**src/rtl/res3_pkg.sv**
```systemverilog
package res3_pkg;

   typedef logic [1:0] res_t;

   localparam int RES3_IMPL_FOLD = 0;
   localparam int RES3_IMPL_REF  = 1;

   // residue by position weights: 2^k mod 3 alternates 1, 2, 1, 2, ...
   function automatic res_t res3_fold(input logic [31:0] v);
      logic [2:0] acc;
      acc = 3'd0;
      for (int k = 0; k < 32; k++) begin
         if (v[k]) begin
            acc = acc + (((k % 2) == 0) ? 3'd1 : 3'd2);
            if (acc >= 3'd3) acc = acc - 3'd3;
         end
      end
      return acc[1:0];
   endfunction

   function automatic res_t res3_ref(input logic [31:0] v);
      logic [31:0] m;
      m = v % 32'd3;
      return m[1:0];
   endfunction

endpackage

```
**src/rtl/res3_calc.sv**
```systemverilog
module res3_calc
   import res3_pkg::*;
#(
   parameter int W    = 4,
   parameter int IMPL = RES3_IMPL_FOLD
) (
   input  logic [W-1:0] val,
   output res_t         res
);
   initial begin
      if (W < 1 || W > 32) $error("res3_calc: W must lie in 1..32");
      if (IMPL != RES3_IMPL_FOLD && IMPL != RES3_IMPL_REF)
         $error("res3_calc: unknown IMPL");
   end

   logic [31:0] val_ext;
   assign val_ext = 32'(val);

   generate
      if (IMPL == RES3_IMPL_REF) begin : g_ref
         assign res = res3_ref(val_ext);
      end else begin : g_fold
         assign res = res3_fold(val_ext);
      end
   endgenerate
endmodule

```
**src/rtl/res3_flip_probe.sv**
```systemverilog
module res3_flip_probe
   import res3_pkg::*;
#(
   parameter int INFO_W = 4,
   parameter int POS    = 0,
   parameter int IMPL   = RES3_IMPL_FOLD
) (
   input  logic [INFO_W+1:0] word,
   output logic              hit
);
   localparam int WORD_W = INFO_W + 2;

   initial begin
      if (POS < 0 || POS >= WORD_W) $error("res3_flip_probe: POS out of range");
   end

   logic [WORD_W-1:0] flipped;
   res_t              info_res;

   assign flipped = word ^ (WORD_W'(1) << POS);

   res3_calc #(.W(INFO_W), .IMPL(IMPL)) calc_i (
      .val (flipped[WORD_W-1:2]),
      .res (info_res)
   );

   // a flipped check field of 11 can never equal a residue
   assign hit = (flipped[1:0] == info_res);
endmodule

```
**src/rtl/res3_popcount.sv**
```systemverilog
module res3_popcount #(
   parameter int N  = 6,
   parameter int CW = $clog2(N + 1)
) (
   input  logic [N-1:0]  bits,
   output logic [CW-1:0] count
);
   initial begin
      if (CW < $clog2(N + 1)) $error("res3_popcount: CW too narrow");
   end

   always_comb begin
      count = '0;
      for (int i = 0; i < N; i++) count = count + CW'(bits[i]);
   end
endmodule

```
**src/rtl/res3_locator.sv**
```systemverilog
module res3_locator
   import res3_pkg::*;
#(
   parameter int INFO_W = 4,
   parameter int IMPL   = RES3_IMPL_FOLD,
   localparam int WORD_W = INFO_W + 2,
   localparam int CNT_W  = $clog2(WORD_W + 1)
) (
   input  logic              clk,
   input  logic              rst,
   input  logic              in_valid,
   input  logic [WORD_W-1:0] in_word,
   output logic              out_valid,
   output logic              err,
   output logic [WORD_W-1:0] cand_mask,
   output logic [CNT_W-1:0]  cand_count,
   output logic [WORD_W-1:0] corr_word
);
   initial begin
      if (INFO_W < 2 || INFO_W > 30) $error("res3_locator: INFO_W must lie in 2..30");
   end

   res_t              in_res;
   logic              err_d;
   logic [WORD_W-1:0] hit_d;
   logic [CNT_W-1:0]  cnt_d;
   logic [WORD_W-1:0] corr_d;

   res3_calc #(.W(INFO_W), .IMPL(IMPL)) base_i (
      .val (in_word[WORD_W-1:2]),
      .res (in_res)
   );

   assign err_d = (in_word[1:0] != in_res);

   generate
      for (genvar p = 0; p < WORD_W; p++) begin : g_probe
         res3_flip_probe #(.INFO_W(INFO_W), .POS(p), .IMPL(IMPL)) probe_i (
            .word (in_word),
            .hit  (hit_d[p])
         );
      end
   endgenerate

   res3_popcount #(.N(WORD_W), .CW(CNT_W)) pop_i (
      .bits  (hit_d),
      .count (cnt_d)
   );

   assign corr_d = (cnt_d == CNT_W'(1)) ? (in_word ^ hit_d) : in_word;

   always_ff @(posedge clk) begin
      if (rst) begin
         out_valid  <= 1'b0;
         err        <= 1'b0;
         cand_mask  <= '0;
         cand_count <= '0;
         corr_word  <= '0;
      end else begin
         out_valid <= in_valid;
         if (in_valid) begin
            err        <= err_d;
            cand_mask  <= hit_d;
            cand_count <= cnt_d;
            corr_word  <= corr_d;
         end
      end
   end
endmodule

```
**config.mk**
```make
export PLATFORM = sky130hd
export DESIGN_NAME = res3_locator
export DESIGN_NICKNAME = d
export VERILOG_FILES = /design/src/rtl/res3_pkg.sv /design/src/rtl/res3_calc.sv /design/src/rtl/res3_flip_probe.sv /design/src/rtl/res3_popcount.sv /design/src/rtl/res3_locator.sv
export SDC_FILE = /design/constraint.sdc
export NUM_CORES = 1
export LEC_CHECK = 0
export BUFFER_PORTS_ARGS = -buffer_cell sky130_fd_sc_hd__buf_2
export CAP_MARGIN = 20
export CORE_ASPECT_RATIO = 1.4
export CORE_MARGIN = 1
export CORE_UTILIZATION = 50
export DETAILED_ROUTE_END_ITERATION = 8
export GPL_ROUTABILITY_DRIVEN = 0
export PLACE_DENSITY = 0.83
export SETUP_SLACK_MARGIN = 0.5
export SLEW_MARGIN = 20
export SYNTH_ARGS = -nofsm -noshare
export SYNTH_HDL_FRONTEND = slang
export SYNTH_SLANG_ARGS = --single-unit
export TNS_END_PERCENT = 1
```
**constraint.sdc**
```tcl
create_clock -name clk -period 19.4 [get_ports clk]
set_input_delay 3.88 -clock clk [delete_from_list [all_inputs] [get_ports clk]]
set_output_delay 3.88 -clock clk [all_outputs]
set_load 0.02 [all_outputs]
```
==> out/results.txt <==
FF+latch count, synth -> 17
Die Ht -> 69.5 um
Crit path max fanout -> 7
Initial Utilization -> 0.521
Cells after Synth -> 202
Minimum hold slack -> 0.471 ns
Leakage -> 0.806 nW
Slowest CP cell -> fa_1
Dpl ws -> 9.95 ns
Cell taking the most area after synthesis -> dfxtp_1
Worst-Skew Late Latency -> 0.25 ns
DR pass1 iterations -> 4
IO Pins -> 26
H-tree depth -> 1
Cts bufs inserted -> 3
Clock root buffer -> clkbuf_8
Dpl hpwl -> 2.65 mm
Inserted Diodes -> 0
Worst Setup Start Kind -> input port
Sum Neg Setup Slack -> 0 ns
Area Growth Syn to Fin -> 10.1%
Post-synth cell types -> 47
Tot GR Track Use -> 0.207
Crit path buf inv count -> 4
Setup ws final -> 10.18 ns
Layout Nets -> 248
Crit path DAT -> 9.38 ns
FFs w/ async S/R, synth -> 0
Post-cts sizing count -> 0
Crit path max-delay family -> simple AND/OR/NAND/NOR gates
Final setup vio count -> 0
# fillers -> 301
Full die area -> 0.00349 sq mm
Post-route DRC violation count -> 0
Worst Hold Class -> flop to flop
Initial antenna violation count -> 0
Ranking of synthesized cells by area -> dfxtp_1 (21%), ha_1 (12%), mux2i_1 (5.5%)
Rows -> 24
Avg Inst Size Synth -> 8.06 sq um
First-pass GRT wire length -> 5.73 mm
Overall Power -> 145 uW
Layout cell share with drive strength beyond 1 -> 0.169
IO buf count -> 25
Final Hold Fails -> 0
Tmin final -> 9.22 ns
CTS Hold Bufs -> 0
Post-Route WL -> 3.45 mm
Achievable Freq -> 108 MHz
Fin crit share -> 0.475
Total number of vias -> 1,526
Via density -> 5.91
Headroom to the max-slew limit -> 0.590
Critical path cell sequence -> buf_2, inv_1, ha_1, nand2_1, and2_4, ha_1, or2_2, a311oi_1, nor3b_1, or3_1, and2_1, nor2_1, ha_1, fa_1, inv_1, fa_1, inv_1, fa_1, or3_1, or4_1, a311oi_1
WS Path Type -> input port to flop
Yosys top cell area share -> 0.209
Crit path largest cell delay -> 0.48 ns
VDD IR max -> 0.0000542 V
Max-cap viol count -> 0
Vias in the first global route -> 1,355
Netlist Area Pre-Place -> 0.00163 sq mm
RSZ-0062 raised after global routing -> false
Num Clock Sinks -> 17
Warnings from Yosys -> 0
Post-synthesis net count -> 230
Largest net degree at the start of global routing -> 28
Critical Path End Type -> flop
CP required -> 19.55 ns
Core area -> 0.00312 sq mm
Layout Skew -> 0 ns
Die width -> 50.2 um
Post-CTS Setup Bufs -> 0
Antenna-violating nets left -> 0
Routed len/inst -> 13.4 um
Grt ovf -> 0
CTS max path bufs -> 2
Status -> finished, final reports clean
CTS tree -> done
Worst Tran Pin Value -> 0.610 ns
Clk slew on worst S/H paths -> 0.06 ns
Number of enable flip-flop cells after synthesis -> 0
Pwr/cell area -> 81.1 mW/mm^2
Count of pins over their slew limit -> 0
Ys flop type -> dfxtp_1
Post-synthesis sequential area ratio -> 0.209
First DRT Iteration DRCs -> 43
## where the power goes
part | switching (mW) | total, mW | leakage, nW | internal, mW
sequential | 0.00281 | 0.0432 | 0.140 | 0.0404
combinational | 0.0462 | 0.0758 | 0.643 | 0.0296
clock | 0.0118 | 0.0263 | 0.0228 | 0.0146
## flip-flops by register name, indices dropped and copies added, names as in the netlist
| name | count |
|---|---|
| cand_count | 3 |
| cand_mask | 6 |
| out_valid | 1 |
| err | 1 |
| corr_word | 6 |
## layout by cell type (no fill, tap or decap), types with 3 or more instances in the layout
| cell type | count |
|---|---|
| and3_1 | 4 |
| a311oi_1 | 6 |
| o31ai_1 | 3 |
| ha_1 | 16 |
| mux2i_1 | 9 |
| a211oi_1 | 3 |
| buf_2 | 25 |
| nand4_1 | 3 |
| nor2_1 | 23 |
| o21ai_0 | 9 |
| or2_2 | 3 |
| xnor2_1 | 9 |
| dfxtp_1 | 17 |
| nand3b_1 | 6 |
| clkbuf_8 | 3 |
| nand3_1 | 8 |
| inv_1 | 11 |
| fa_1 | 3 |
| nor4_1 | 3 |
| nand2_1 | 12 |
| or3_1 | 7 |
| nor3_1 | 3 |
| a21oi_1 | 4 |
## worst paths after layout
kind	to	slack (ns)	startpoint	cells after the start
setup / recovery	corr_word[5]	10.18	in_word[3]	21
hold / removal	cand_mask[2]	0.47	cand_mask[2]	2
setup reg to reg	corr_word[0]	18.47	corr_word[0]	3
hold reg to reg	cand_mask[2]	0.47	cand_mask[2]	2
## metal layers
metal  global-route usage  wire, um
met1                0.244      1560
met2                0.369      1770
met3               0.0154        64
met4               0.0921        46
met5                    0         0
## cells in the mapped netlist, drive strengths merged, types with 3 or more instances
cell    number
or3          7
clkbuf       8
nand4        3
mux2i        9
fa           3
ha          16
a211oi       3
and3         4
nand3b       6
xnor2        9
nand2       12
nor3         3
nor4         3
nand3        8
buf          4
a21oi        4
o21ai        9
nor2        23
and2         3
inv         11
dfxtp       17
a311oi       6
or2          4
o31ai        3
## logic make-up (layout without fill, tap and decap cells)
group / after synthesis / in the layout / synth area share
multiplexers: 11 / 11 / 0.0692
buffers and inverters: 23 / 40 / 0.0592
AO/OA/AOI/OAI: 40 / 40 / 0.183
adder cells (fa/ha/maj): 19 / 19 / 0.160
XOR/XNOR: 10 / 10 / 0.0538
flip-flops: 17 / 17 / 0.209
AND/OR/NAND/NOR: 82 / 82 / 0.266
## area by class of cell
type / count / area [sq um] / area share
clock buffer: 4 / 45.0 / 0.0251
inverter: 11 / 41.3 / 0.0230
multi-input combinational: 162 / 1190 / 0.665
sequential: 17 / 340 / 0.190
tap: 39 / 48.8 / 0.0272
timing repair buffer: 25 / 125 / 0.0698
## stage by stage
stage	util	cells	cell area, sq um
floorplan	-	202	1630
global placement	0.559	254	1750
detailed placement	0.559	254	1750
CTS	0.574	258	1790
global route	0.574	258	1790
finish	0.574	258	1790
## worst register-to-register path: stages, from the launching register on
cell and delay, ns:
dfxtp_1 0.32, mux2_2 0.26, a31oi_1 0.14, a311oi_1 0.07
No activity file was read; power rests on OpenSTA's default activity.
